### config.mk
export PLATFORM = sky130hd
export DESIGN_NAME = swd_divider
export DESIGN_NICKNAME = d
export VERILOG_FILES = /design/src/rtl/swd_pkg.sv /design/src/rtl/swd_prescaler.sv /design/src/rtl/swd_swallow_ctrl.sv /design/src/rtl/swd_ref_div.sv /design/src/rtl/swd_divider.sv
export SDC_FILE = /design/constraint.sdc
export NUM_CORES = 1
export LEC_CHECK = 0
export BUFFER_PORTS_ARGS = -buffer_cell sky130_fd_sc_hd__buf_2
export CAP_MARGIN = 20
export CORE_MARGIN = 2
export CORE_UTILIZATION = 59
export DETAILED_ROUTE_END_ITERATION = 8
export HOLD_SLACK_MARGIN = 0.08
export PLACE_DENSITY = 0.79
export SLEW_MARGIN = 25
export SYNTH_ARGS = -nofsm -noshare
export SYNTH_HDL_FRONTEND = slang
export SYNTH_SLANG_ARGS = --single-unit
### constraint.sdc
create_clock -name clk -period 4.19 [get_ports clk]
set_input_delay 0.419 -clock clk [delete_from_list [all_inputs] [get_ports clk]]
set_output_delay 0.419 -clock clk [all_outputs]
set_load 0.02 [all_outputs]
### src/rtl/swd_pkg.sv
package swd_pkg;
   // smallest main count that still gives the swallow logic room to act
   localparam int unsigned MIN_MAIN = 3;

   typedef enum logic [1:0] {
      PRE_DIV8  = 2'd0,
      PRE_DIV16 = 2'd1,
      PRE_DIV32 = 2'd2,
      PRE_DIV64 = 2'd3
   } pre_sel_e;
endpackage

### src/rtl/swd_prescaler.sv
// Behavioural dual-modulus stage: counts down from the value supplied at
// each terminal count; the stage lasts (ld_val + 1) input cycles.
module swd_prescaler #(
   parameter int unsigned PC_W = 7
) (
   input  logic            clk,
   input  logic            rst_n,
   input  logic [PC_W-1:0] ld_val,
   output logic            tick
);
   logic [PC_W-1:0] pcnt;

   assign tick = (pcnt == '0);

   always_ff @(posedge clk or negedge rst_n) begin
      if (!rst_n) begin
         pcnt <= '0;
      end else if (tick) begin
         pcnt <= ld_val;
      end else begin
         pcnt <= pcnt - PC_W'(1);
      end
   end
endmodule

### src/rtl/swd_swallow_ctrl.sv
// Swallow (A) and main (B) counters; chooses the modulus of every prescaler
// cycle and captures new settings only at a period boundary.
module swd_swallow_ctrl #(
   parameter int unsigned A_W         = 6,
   parameter int unsigned B_W         = 13,
   parameter int unsigned SEL_W       = 2,
   parameter int unsigned PRE_LOG_MIN = 3,
   parameter int unsigned PC_W        = PRE_LOG_MIN + (1 << SEL_W)
) (
   input  logic             clk,
   input  logic             rst_n,
   input  logic             tick,
   input  logic [SEL_W-1:0] sel_in,
   input  logic [A_W-1:0]   a_in,
   input  logic [B_W-1:0]   b_in,
   output logic [PC_W-1:0]  ld_val,
   output logic             fire,
   output logic             ok
);
   localparam int unsigned N_SEL = 1 << SEL_W;

   logic [PC_W-1:0]  p_lut [N_SEL];
   logic [A_W-1:0]   a_cnt, a_nx;
   logic [B_W-1:0]   b_cnt;
   logic [SEL_W-1:0] sel_act;
   logic             ok_act, ok_new, bound;
   logic [PC_W-1:0]  p_use;

   // modulus table: P = 2^(PRE_LOG_MIN + sel)
   for (genvar g = 0; g < N_SEL; g++) begin : g_lut
      assign p_lut[g] = PC_W'(1) << (PRE_LOG_MIN + g);
   end

   assign ok_new = (b_in >= B_W'(a_in)) && (b_in >= B_W'(swd_pkg::MIN_MAIN));
   // an illegal active setting ends every prescaler cycle so recovery is quick
   assign bound  = tick && ((b_cnt == B_W'(1)) || !ok_act);
   assign fire   = bound && ok_act;
   assign ok     = ok_act;

   always_comb begin
      if (bound) begin
         a_nx  = a_in;
         p_use = p_lut[sel_in];
      end else begin
         a_nx  = (a_cnt != '0) ? (a_cnt - A_W'(1)) : a_cnt;
         p_use = p_lut[sel_act];
      end
      // a pending swallow stretches the next prescaler cycle to P+1
      ld_val = (a_nx != '0) ? p_use : (p_use - PC_W'(1));
   end

   always_ff @(posedge clk or negedge rst_n) begin
      if (!rst_n) begin
         a_cnt   <= '0;
         b_cnt   <= '0;
         sel_act <= '0;
         ok_act  <= 1'b0;
      end else if (tick) begin
         a_cnt <= a_nx;
         if (bound) begin
            b_cnt   <= b_in;
            sel_act <= sel_in;
            ok_act  <= ok_new;
         end else begin
            b_cnt <= b_cnt - B_W'(1);
         end
      end
   end
endmodule

### src/rtl/swd_ref_div.sv
// Reference divider: period of R input cycles, R sampled at each boundary.
module swd_ref_div #(
   parameter int unsigned R_W = 14
) (
   input  logic           clk,
   input  logic           rst_n,
   input  logic [R_W-1:0] r_in,
   output logic           fire,
   output logic           ok
);
   logic [R_W-1:0] r_act, rcnt;
   logic           bound;

   assign ok    = (r_act != '0);
   assign bound = (rcnt == '0) || !ok;
   assign fire  = bound && ok;

   always_ff @(posedge clk or negedge rst_n) begin
      if (!rst_n) begin
         r_act <= '0;
         rcnt  <= '0;
      end else if (bound) begin
         r_act <= r_in;
         rcnt  <= r_in - R_W'(1);
      end else begin
         rcnt <= rcnt - R_W'(1);
      end
   end
endmodule

### src/rtl/swd_divider.sv
module swd_divider #(
   parameter int unsigned A_W         = 6,
   parameter int unsigned B_W         = 13,
   parameter int unsigned R_W         = 14,
   parameter int unsigned SEL_W       = 2,
   parameter int unsigned PRE_LOG_MIN = 3
) (
   input  logic             clk,
   input  logic             rst_n,
   input  logic [SEL_W-1:0] pre_sel,
   input  logic [A_W-1:0]   swallow_val,
   input  logic [B_W-1:0]   main_val,
   input  logic [R_W-1:0]   ref_val,
   output logic             fb_pulse,
   output logic             ref_pulse,
   output logic             cfg_err
);
   localparam int unsigned PC_W = PRE_LOG_MIN + (1 << SEL_W);

   // elaboration-time parameter checks
   if (B_W < A_W) begin : g_bad_ab
      $error("main counter narrower than swallow counter");
   end
   if (B_W < 2 || R_W < 1 || SEL_W < 1) begin : g_bad_w
      $error("divider widths too small");
   end
   if (PC_W > 16) begin : g_bad_p
      $error("prescaler modulus range too large");
   end

   logic [PC_W-1:0] ld_val;
   logic            tick, fb_fire, fb_ok, ref_fire, ref_ok;

   swd_prescaler #(.PC_W(PC_W)) u_pre (
      .clk    (clk),
      .rst_n  (rst_n),
      .ld_val (ld_val),
      .tick   (tick)
   );

   swd_swallow_ctrl #(
      .A_W         (A_W),
      .B_W         (B_W),
      .SEL_W       (SEL_W),
      .PRE_LOG_MIN (PRE_LOG_MIN),
      .PC_W        (PC_W)
   ) u_ctrl (
      .clk    (clk),
      .rst_n  (rst_n),
      .tick   (tick),
      .sel_in (pre_sel),
      .a_in   (swallow_val),
      .b_in   (main_val),
      .ld_val (ld_val),
      .fire   (fb_fire),
      .ok     (fb_ok)
   );

   swd_ref_div #(.R_W(R_W)) u_ref (
      .clk   (clk),
      .rst_n (rst_n),
      .r_in  (ref_val),
      .fire  (ref_fire),
      .ok    (ref_ok)
   );

   always_ff @(posedge clk or negedge rst_n) begin
      if (!rst_n) begin
         fb_pulse  <= 1'b0;
         ref_pulse <= 1'b0;
      end else begin
         fb_pulse  <= fb_fire;
         ref_pulse <= ref_fire;
      end
   end

   assign cfg_err = !fb_ok || !ref_ok;
endmodule

# After elaboration in Yosys (flattened, before gate mapping)
# Index checks and enable logic that the tools add are counted.
# op_classes
addsub	6
n_lt_le_gt_ge	4
eq_ne	1
n_mux	13
bitwise_logic	2
reduce_logical	15
# ops
operator	n
7-bit 2-to-1 mux	7
7-bit binary-select mux with 2-bit select	2
14-bit by 1-bit subtractor with 14-bit output (second input constant)	2
14-bit logical NOT	1
14-bit 2-to-1 mux	1
14-bit nonzero test	1
7-bit by 1-bit subtractor with 7-bit output (second input constant)	2
13-bit by 1-bit equality test with 1-bit output (second input constant)	1
13-bit by 2-bit >= comparator with 1-bit output (second input constant)	1
13-bit by 6-bit >= comparator with 1-bit output	1
13-bit 2-to-1 mux	1
13-bit by 1-bit subtractor with 13-bit output (second input constant)	1
6-bit 2-to-1 mux	2
6-bit nonzero test	2
7-bit logical NOT	1
3-bit >= comparator (second input constant)	2
2-bit inverter with 3-bit output	2
6-bit by 1-bit subtractor with 6-bit output (second input constant)	1
1-bit logical AND	4
1-bit logical OR	3
1-bit logical NOT	2
2-bit AND reduction	1
# word_totals
register_bits	59
elab_cells	50

# Logic depth before layout (Yosys ltp)
# Gate-level depths: netlist (run 1).
# logic_depth
depth_word	8
mapped_depth	12
depth_no_buf	11

# Modules after synthesis
# A second synthesis (run 1) with hierarchy kept.
# unflattened
cells_unflattened	410
area_unflattened_um2	4005.1
# by_module_without_submodules
module	n_inst	cells_each	area_per_inst_um2	seq_area_each_um2
swd_swallow_ctrl	1	232	1853.0	550.5
swd_ref_div	1	135	1672.9	700.7
swd_prescaler	1	40	425.4	175.2
swd_divider	1	3	53.8	50.0

# Worst setup path after synthesis (run 1)
# No wires, ideal clock.
# synth_path
path_type	reg2reg
from	reg u_ref.rcnt[1]
to	reg u_ref.rcnt[12]
arrival_time_ps	3050
t_required_ps	4064
path_slack_ps	1014
path_stages_with_launch	13
period_less_slack_ps	3176
cell_sequence	dfrtp_1 -> or4_1 -> nor4_4 -> nand2_1 -> o21ai_4 -> buf_4 -> mux2i_1 -> ha_1 -> nor2b_1 -> nand2b_1 -> nor4_1 -> xnor2_1 -> a21oi_1
# synth_via
elab_chain_len	3
word_cells_on_any_way	4
classes_between	add/sub (1); mux (1); reduce/logical (2)
# synth_lines
item	line_no	source
start, declared	swd_ref_div.sv:11	logic [R_W-1:0] r_act, rcnt;
start signal, assigned	swd_ref_div.sv:24	rcnt <= r_in - R_W'(1);
start signal, assigned	swd_ref_div.sv:26	rcnt <= rcnt - R_W'(1);
parallel branches: the longest is 2 deep, another holds 14-bit by 1-bit subtractor with 14-bit output	-	
14-bit 2-to-1 mux (*)	swd_ref_div.sv:22	end else if (bound) begin
# Mark *: on every way between the ends.
# A chain may end at the register's enable or synchronous reset.

# Worst setup path after layout (run 1)
# layout_path
from	reg u_ref.rcnt[0]
to	reg u_ref.rcnt[12]
# Same word-level chain as after synthesis.

==> results.json, run 1 <==
{
  "status": "finished clean",
  "drtAntennaViolNets": 0,
  "initial_utilization_pct": 60.8,
  "antennaDiodeCount": 0,
  "final_cell_mix": "dfrtp_1 (59), buf_2 (39), nor2_1 (37)",
  "overflow": 0,
  "vias": 3014,
  "dieHeight_um": 82.1,
  "insertion_delay_ps": 340,
  "synthXorXnorAreaFrac_pct": 5.84,
  "area.growth.synth_to_final_pct": 12.2,
  "clk_path_buf_depth": 2,
  "tightest_slew_ps": 747,
  "gp_congestion": 0.854,
  "mostFrequentLayoutCell": "dfrtp_1",
  "cts_setup_buffers": 0,
  "synthArstFlopShare_pct": 100,
  "antenna_found_initial": 0,
  "required_ps": 4420,
  "avgViaCountPerCell": 5.92,
  "wire_per_inst_um": 15.5,
  "grt_usage_pct": 25.5,
  "p_sw_uw": 845,
  "grt_pass1_wl_um": 13000,
  "setup_violations": 0,
  "seqPwrFrac_pct": 45.7,
  "ys_warn_count": 0,
  "numClockSinks": 59,
  "synth_fa_ha_area_share_pct": 4.52,
  "yosys.area_share.simple_pct": 20.4,
  "ctsResizeCount": 0,
  "ys_seq_area_share_pct": 41.0,
  "slew_headroom_pct": 50.2,
  "synth-edff-count": 0,
  "max_cap_viol_count": 0,
  "syn_nets": 438,
  "syn_area_per_cell_um2": 9.27,
  "comb_power_share_pct": 31.4,
  "grt_max_degree": 60,
  "power.total_uw": 2190,
  "netlist_instances": 388,
  "skew_ps": 11.4,
  "finalHoldViolCount": 0,
  "swShare_pct": 38.6,
  "hpwl_um": 5670,
  "period_needed_ps": 3450,
  "numCtsBuffers": 9,
  "grt_setup_unrepaired": "no",
  "fin_setup_tns_ps": 0,
  "first_pass_iters": 4,
  "postCtsHoldBufs": 0,
  "design.core.area_mm2": 0.00592,
  "p_int_uw": 1350,
  "drt-initial-drc-count": 175,
  "muxShareOfSynthArea_pct": 6.64,
  "cp-end-kind": "flop",
  "std_cell_rows": 28,
  "drive_above_1_share_pct": 15.7,
  "cts_max_level": 3,
  "synth_top_family_by_area": "simple AND/OR/NAND/NOR gates",
  "die_x_um": 82.1,
  "max_freq_mhz": 290,
  "cp.arrival_ps": 3670,
  "root_buffer": "clkbuf_8",
  "clockPowerShare_pct": 22.9,
  "report.final.slew_viol_count": 0,
  "synth-seq-cells": 59,
  "timing.hold.ws_ps": 220,
  "worstSetupPathType": "flop to flop",
  "grt_pass1_vias": 2849,
  "nNetsFinal": 479,
  "ir_worst_vdd_uv": 305,
  "hold_class": "input pin to async pin",
  "cts.clk_slew.worst_paths_ps": 70,
  "synth_area_mm2": 0.00360,
  "synth_cell_types": 60,
  "synth_compound_area_share_pct": 17.3,
  "tritoncts": "built",
  "port_buffers": 39,
  "drc": 0,
  "power.density_mw_per_mm2": 543,
  "drt-total-wl_um": 7910,
  "synth_ff_type": "dfrtp_1",
  "crit_fanout": 18,
  "dieArea_mm2": 0.00674,
  "fin_crit_sh_pct": 82.2,
  "leakage_uw": 0.00172,
  "pin_count": 40,
  "startpoint_type": "flop"
}
synthesized netlist by cell type (2+ instances only):
cell type	number	area share [%]
or3_1	7	1.2
and2_1	3	0.52
nand2b_1	4	0.70
nor4b_1	2	0.49
a22oi_1	3	0.63
o31ai_1	2	0.42
xor2_1	12	2.9
o41ai_1	2	0.49
nor2_1	37	3.9
nand4_1	2	0.35
o21ai_1	3	0.42
or4_1	4	0.83
dfrtp_1	59	41
nand3_1	7	0.97
xnor2_1	12	2.9
a32oi_1	4	0.97
a21oi_1	27	3.8
nor4_1	14	2.4
a21o_1	4	0.83
a22o_1	2	0.49
buf_6	2	0.63
o22a_1	4	0.97
inv_1	21	2.2
clkbuf_1	8	0.83
mux2_1	14	4.4
o22ai_1	2	0.35
nor2b_1	4	0.70
nor3_1	19	2.6
o211ai_1	2	0.42
nand2_1	26	2.7
mux2i_1	7	1.9
a31oi_1	3	0.52
buf_2	2	0.28
o21a_1	3	0.63
ha_1	13	4.5
o21ai_0	24	3.3
critical path: stages (launching register included):
cell,delay (ps)
dfrtp_1,400
or4_1,600
nor4_4,260
nand2_1,210
o21ai_4,180
buf_4,260
mux2i_1,270
ha_1,270
nor2b_1,220
nand2b_1,130
nor4_1,260
xnor2_1,160
a21oi_1,80
state kept, by name (all words and copies together), names as in the netlist:
signal and flops:
u_ctrl.b_cnt 13, u_pre.pcnt 7, u_ctrl.a_cnt 6, u_ref.r_act 14, u_ctrl.sel_act 2, ref_pulse 1
fb_pulse 1, u_ref.rcnt 14, u_ctrl.ok 1
cells by family (layout without fill, tap and decap cells):
logic type | Yosys count | count (layout)
and+or+nand+nor | 140 | 140
AOI/OAI and AO/OA | 95 | 95
DFF | 59 | 59
buffers and inverters | 35 | 81
xor gates and xnor gates | 24 | 24
muxes | 22 | 22
adders and majority gates | 13 | 13
power groups by stage:
stage	clock, µW	combinational [µW]	sequential (µW)
global placement	0	660	984
CTS	508	692	993
floorplan	0	555	928
finish	502	689	1000
detailed placement	0	688	999
global route	535	791	1020
worst paths after layout:
| check | depth (start not counted) | startpoint | to | slack [ps] |
|---|---|---|---|---|
| worst min-delay path | 2 | rst_n | u_ctrl.sel_act[0]$_DFFE_PN0P_ | 220 |
| min in group clk | 2 | ref_val[13] | u_ref.r_act[13]$_DFFE_PN0N_ | 320 |
| worst max-delay path | 12 | u_ref.rcnt[0]$_DFF_PN0_ | u_ref.rcnt[12]$_DFF_PN0_ | 740 |
| worst min register to register | 1 | u_ref.r_act[3]$_DFFE_PN0N_ | u_ref.r_act[3]$_DFFE_PN0N_ | 490 |
| max in group asynchronous | 2 | rst_n | u_ref.rcnt[3]$_DFF_PN0_ | 3470 |
| worst max register to register | 12 | u_ref.rcnt[0]$_DFF_PN0_ | u_ref.rcnt[12]$_DFF_PN0_ | 740 |
metal layers:
layer | vias to the layer above | global-route usage (%) | routed length [µm]
met2 | 85 | 40.5 | 3620
li1 | 1505 | - | -
met3 | 7 | 5.98 | 465
met1 | 1417 | 35.0 | 3770
met4 | 0 | 7.17 | 59
met5 | - | 0 | 0
area by class of cell:
class                      count  area [µm²]
clock buffer                  11         131
clock inverter                 5        53.8
fill                         490        1880
inverter                      21        78.8
multi-input combinational    294        1970
sequential                    59        1480
tap                           75        93.8
timing repair buffer          44         233
metrics by stage:
step / utilization (%) / worst slack [ps] / cells / area, µm²
3_5_place_dp: 65.0 / 762 / 493 / 3850
3_3_place_gp: 65.0 / 898 / 493 / 3850
4_1_cts: 68.2 / 747 / 509 / 4040
5_1_grt: 68.2 / 421 / 509 / 4040
6_report: 68.2 / 744 / 509 / 4040
2_1_floorplan: - / 1010 / 388 / 3600
No activity file was read; power rests on OpenSTA's default activity.
==> run 2, diff against run 1 <==
ABC_AREA = 1   (was default)
clock period = 3.5 ns   (was 4.19 ns; I/O delays follow)
==> run 2 against run 1 <==
  * Die area grew 4.5%
  * Utilization shrank 1.2 points
  * Via count grew 12%
  * Critical path depth is the same
  * Final cell count grew 24%
  * Flip-flop and latch count is the same
  * Worst setup slack lost 6.9 ps
  * Combinational power shrank 92%
  * Register-to-register slack is essentially flat
  * Synthesized area grew 4.7%
  * Clock power grew 41%
  * Worst hold slack gained 18 ps
  * Highest routed layer unchanged
==> results.json, run 2 <==
{
  "wire_per_inst_um": 13.2,
  "mostFrequentLayoutCell": "nand2_1",
  "synth_area_leaders": "dfrtp_1 (39%), nand2_1 (13%), inv_1 (6.5%), o21ai_0 (5.7%), nor2_1 (4.9%)",
  "root_buffer": "clkbuf_8",
  "setup_violations": 0,
  "overflow": 0,
  "netlist_instances": 507,
  "gp_congestion": 0.902,
  "leakage_uw": 0.00213,
  "power.density_mw_per_mm2": 343,
  "grt_pass1_wl_um": 14700,
  "design.core.area_mm2": 0.00628,
  "tightest_slew_ps": 785,
  "clk_path_buf_depth": 2,
  "fin_setup_tns_ps": 0,
  "avgViaCountPerCell": 5.37,
  "first_pass_iters": 5,
  "hold_class": "input pin to flop",
  "antennaDiodeCount": 0,
  "synth_cell_types": 38,
  "cts_max_level": 3,
  "synth-edff-count": 0,
  "yosys.area_share.simple_pct": 32.6,
  "period_needed_ps": 2760,
  "syn_nets": 557,
  "skew_ps": 8.33,
  "dieHeight_um": 83.9,
  "area.growth.synth_to_final_pct": 11.6,
  "grt_setup_unrepaired": "no",
  "required_ps": 3730,
  "fillers": 553,
  "synth_compound_area_share_pct": 10.3,
  "synth_fa_ha_area_share_pct": 4.32,
  "synth_ff_type": "dfrtp_1",
  "ys_warn_count": 0,
  "pin_count": 40,
  "drive_above_1_share_pct": 16.3,
  "synthXorXnorAreaFrac_pct": 3.72,
  "final_cell_mix": "nand2_1 (129), inv_1 (65), dfrtp_1 (59)",
  "nNetsFinal": 597,
  "reg2reg_slack_ps": 740,
  "ir_worst_vdd_uv": 285,
  "synth_area_mm2": 0.00377,
  "cp-end-kind": "flop",
  "drt-total-wl_um": 8330,
  "dieArea_mm2": 0.00704,
  "finalHoldViolCount": 0,
  "power.total_uw": 1440,
  "cts.clk_slew.worst_paths_ps": 70,
  "std_cell_rows": 29,
  "muxShareOfSynthArea_pct": 0,
  "yosysTopAreaCell": "dfrtp_1",
  "numClockSinks": 59,
  "synth_top_family_by_area": "simple AND/OR/NAND/NOR gates",
  "ys_seq_area_share_pct": 39.2,
  "report.final.slew_viol_count": 0,
  "crit_fanout": 30,
  "drt-initial-drc-count": 284,
  "grt_pass1_vias": 3248,
  "drc": 0,
  "synthArstFlopShare_pct": 100,
  "port_buffers": 39,
  "initial_utilization_pct": 60.0,
  "worstSetupPathType": "flop to flop",
  "die_x_um": 83.9,
  "antenna_found_initial": 0,
  "max_cap_viol_count": 0,
  "cp.arrival_ps": 2990,
  "timing.hold.ws_ps": 238,
  "synth_top_area_share_pct": 39.2,
  "grt_max_degree": 32,
  "status": "finished clean",
  "drtAntennaViolNets": 0,
  "synth_common_cells": "nand2_1 (129), inv_1 (65), dfrtp_1 (59)",
  "hpwl_um": 6160,
  "vias": 3376,
  "startpoint_type": "flop",
  "grt_usage_pct": 25.9,
  "fin_crit_sh_pct": 78.9,
  "insertion_delay_ps": 350,
  "syn_area_per_cell_um2": 7.43,
  "reg_top3": "u_ref.r_act: 14 flops, u_ref.rcnt: 14 flops, u_ctrl.b_cnt: 13 flops",
  "max_freq_mhz": 362,
  "synth-seq-cells": 59,
  "final_util_pct": 67.0,
  "tritoncts": "built",
  "numCtsBuffers": 9,
  "slew_headroom_pct": 47.6,
  "synth.most_common_cell": "nand2_1"
}
-- run 2: cell count changes after synthesis, moves of 8 or more --
cell / change
nor4_1: -12
nand2_1: +103
nand2_2: +8
nor2_1: +12
nand3_1: +28
nor3_1: -12
o21ai_0: +19
a21oi_1: -12
mux2_1: -14
inv_1: +44
nor2_2: +9
-- run 2: cells by family after synthesis --
| family | Yosys count |
|---|---|
| AND/OR/NAND/NOR | 266 |
| buffers and inverters | 83 |
| AO/OA/AOI/OAI | 70 |
| flip-flops | 59 |
| XOR/XNOR | 16 |
| adder cells (fa/ha/maj) | 13 |
-- run 2: metrics by stage --
stage,cells,worst slack (ps),cell area [µm²]
after floorplan,507,1430,3770
after global placement,612,938,3970
after detailed placement,612,798,3970
after CTS,629,765,4210
after global routing,629,416,4210
final,629,737,4210
-- run 2: report_power, final --
group / leakage [µW] / switching, µW / internal, µW / total [µW]
clock: 0.000102 / 301 / 405 / 706
combinational: 0.00144 / 34.3 / 22.7 / 57.1
sequential: 0.000586 / 0 / 681 / 681
-- run 2: worst paths after layout --
kind,from,endpoint,depth (start not counted)
worst max-delay path,u_ref.r_act[4]$_DFFE_PN0N_,u_ref.rcnt[8]$_DFF_PN0_,12
worst max register to register,u_ref.r_act[4]$_DFFE_PN0N_,u_ref.rcnt[8]$_DFF_PN0_,12
max in group asynchronous,rst_n,u_ref.rcnt[10]$_DFF_PN0_,3
worst min register to register,u_pre.pcnt[0]$_DFF_PN0_,u_pre.pcnt[0]$_DFF_PN0_,1
worst min-delay path,ref_val[7],u_ref.r_act[7]$_DFFE_PN0N_,3
min in group asynchronous,rst_n,u_ctrl.a_cnt[4]$_DFFE_PN0P_,2
-- run 2: cell type report --
class,count,area (µm²),area share [%]
multi-input cells,365,1920,45.6
flip-flops and latches,59,1480,35.1
inverters,70,269,6.40
repair buffers,42,220,5.24
clock buffers,9,124,2.95
clock inverters,7,100,2.38
well taps,77,96.3,2.29
-- run 2: metal layers --
metal / global-route usage, % / share of wire [%] / up-vias
met3: 4.15 / 4.4 / 16
met5: 0 / 0 / -
li1: - / - / 1712
met2: 42.0 / 47 / 88
met1: 35.3 / 47 / 1560
met4: 9.38 / 1.9 / 0
-- run 2: worst max-delay path, cell delays in order (launching register included) --
cell and delay [ps]:
dfrtp_1 360, inv_1 60, nand4_1 90, nor2_1 240, nand2_2 220, nand2_1 640, nand2_1 170, nand2_1 140
inv_1 90, ha_1 240, nand2_1 150, nor2_2 80, xor2_1 140
-- run 2: timing repair --
| item | CTS | global route |
|---|---|---|
| buffers inserted | 0 | 0 |
| hold endpoints to repair | 28 | 0 |
| hold buffers | 1 | 0 |
| gates resized for setup | 0 | 0 |
==> run 3, diff against run 2 <==
clock period = 2.7 ns   (was 3.5 ns; I/O delays follow)
==> run 3 against run 2 <==
  * Clock skew barely moved
  * Sequential power rose by 30%
  * Flip-flop and latch count did not move
  * Worst hold slack got worse by 90 ps
  * Combinational power rose by 33%
  * First-iteration DRC count fell by 35%
  * Final area rose by 0.18%
  * Clock-buffer cell count rose by 2
  * Highest routed layer unchanged
  * Fmax rose by 14%
  * Utilization rose by 0.12 points
  * Clock power rose by 25%
==> results.json, run 3 (synthesized netlist as in run 2, its figures left out) <==
{
  "setup_violations": 0,
  "finalHoldViolCount": 0,
  "reg2reg_slack_ps": 270,
  "dieHeight_um": 83.9,
  "cp.arrival_ps": 2650,
  "die_x_um": 83.9,
  "hp-start": "ref_val[13]",
  "swShare_pct": 22.2,
  "grt_setup_unrepaired": "no",
  "design.core.area_mm2": 0.00628,
  "power.density_mw_per_mm2": 437,
  "overflow": 0,
  "tritoncts": "built",
  "first_pass_iters": 5,
  "leakage_uw": 0.00214,
  "crit_start": "u_ref.rcnt[1]$_DFF_PN0_",
  "final_cell_mix": "nand2_1 (129), inv_1 (65), dfrtp_1 (59)",
  "drtAntennaViolNets": 0,
  "vias": 3440,
  "grt_pass1_vias": 3241,
  "std_cell_rows": 29,
  "cts_max_level": 3,
  "fin_crit_sh_pct": 90.0,
  "ir_worst_vdd_uv": 321,
  "insertion_delay_ps": 340,
  "crit_fanout": 14,
  "grt_max_degree": 35,
  "drc": 0,
  "numCtsBuffers": 9,
  "reg_top3": "u_ref.r_act: 14 flops, u_ref.rcnt: 14 flops, u_ctrl.b_cnt: 13 flops",
  "nNetsFinal": 600,
  "skew_ps": 8.10,
  "wire_per_inst_um": 13.7,
  "multi_input_area_mm2": 0.00192,
  "cp-end-kind": "flop",
  "status": "finished clean",
  "root_buffer": "clkbuf_8",
  "final_util_pct": 67.1,
  "r2r-start": "u_ref.rcnt[1]$_DFF_PN0_",
  "period_needed_ps": 2430,
  "numClockSinks": 59,
  "hold_class": "input pin to flop",
  "pin_count": 40,
  "report.final.slew_viol_count": 0,
  "hpwl_um": 6280,
  "fin_setup_tns_ps": 0,
  "mostFrequentLayoutCell": "nand2_1",
  "required_ps": 2920,
  "max_cap_viol_count": 0,
  "p_sw_uw": 409,
  "startpoint_type": "flop",
  "antennaDiodeCount": 0,
  "area.growth.synth_to_final_pct": 11.8,
  "antenna_found_initial": 0,
  "slew_headroom_pct": 46.2,
  "worstSetupPathType": "flop to flop",
  "initial_utilization_pct": 60.0,
  "drive_above_1_share_pct": 16.4,
  "drt-total-wl_um": 8660,
  "clk_path_buf_depth": 2,
  "seqPwrFrac_pct": 48.0,
  "comb_power_share_pct": 4.1,
  "max_freq_mhz": 412,
  "gp_congestion": 0.863,
  "ctsResizeCount": 0,
  "grt_pass1_wl_um": 14800,
  "p_int_uw": 1430,
  "dieArea_mm2": 0.00704,
  "ff_latch_area_mm2": 0.00148,
  "clockPowerShare_pct": 47.8,
  "fillers": 560,
  "grt_usage_pct": 26.3,
  "drt-initial-drc-count": 185,
  "avgViaCountPerCell": 5.44,
  "tightest_slew_ps": 808,
  "cts.clk_slew.worst_paths_ps": 70,
  "port_buffers": 39
}
run 3: area by class of cell:
cell class              instances  share of cell area [%]
clock inverters                 5                    1.84
flip-flops and latches         59                    35.0
clock buffers                  11                    3.12
repair buffers                 45                    5.76
well taps                      77                    2.29
multi-input cells             365                    45.6
inverters                      70                    6.39
run 3: timing repair:
item,in CTS,in global routing
hold buffers,1,0
buffers inserted,0,0
endpoints found under the hold margin,32,0
run 3: worst max-delay path: stages (launching register included):
cell and delay (ps):
dfrtp_1 380, nor2_1 180, nand2_1 110, nor3_2 150, nand2_2 210, nand2_1 290, nand2_1 120, nand2_1 110
inv_1 90, ha_1 250, nand2_1 190, nor2_2 90, xor2_1 140
run 3: power by group through the flow:
stage                     sequential, µW  combinational (µW)  clock, µW
after floorplan                      901                17.5          0
after global placement               900                74.4          0
after detailed placement             900                75.9          0
after CTS                            884                77.3        889
after global routing                 883                89.8        930
final                                884                76.1        880
run 3: per-layer routing:
layer  share of wire, %  routed length, µm  vias to the layer above  global-route usage (%)
met5                  0                  0                        -                       0
met3                5.6                489                       15                    3.96
met2                 46               4000                      110                    40.9
met4                1.8                156                        0                    10.7
met1                 46               4010                     1602                    37.0
li1                   -                  -                     1713                       -
run 3: per-stage QoR:
step / cells / setup WS [ps] / hold slack [ps] / area [µm²] / total power, µW
2_1_floorplan: 507 / 629 / -25.6 / 3770 / 918
3_3_place_gp: 615 / 398 / 397 / 3990 / 975
3_5_place_dp: 615 / 341 / 395 / 3990 / 976
4_1_cts: 632 / 312 / 141 / 4210 / 1850
5_1_grt: 632 / 35.4 / 168 / 4210 / 1900
6_report: 632 / 270 / 148 / 4210 / 1840
run 3: final timing paths:
check / end / cells after the start
worst max-delay path: u_ref.rcnt[8]$_DFF_PN0_ / 12
worst min-delay path: u_ref.r_act[13]$_DFFE_PN0N_ / 3
worst max register to register: u_ref.rcnt[8]$_DFF_PN0_ / 12
worst min register to register: u_pre.pcnt[0]$_DFF_PN0_ / 1
max in group asynchronous: u_pre.pcnt[6]$_DFF_PN0_ / 3
min in group asynchronous: u_ctrl.a_cnt[5]$_DFFE_PN0P_ / 2
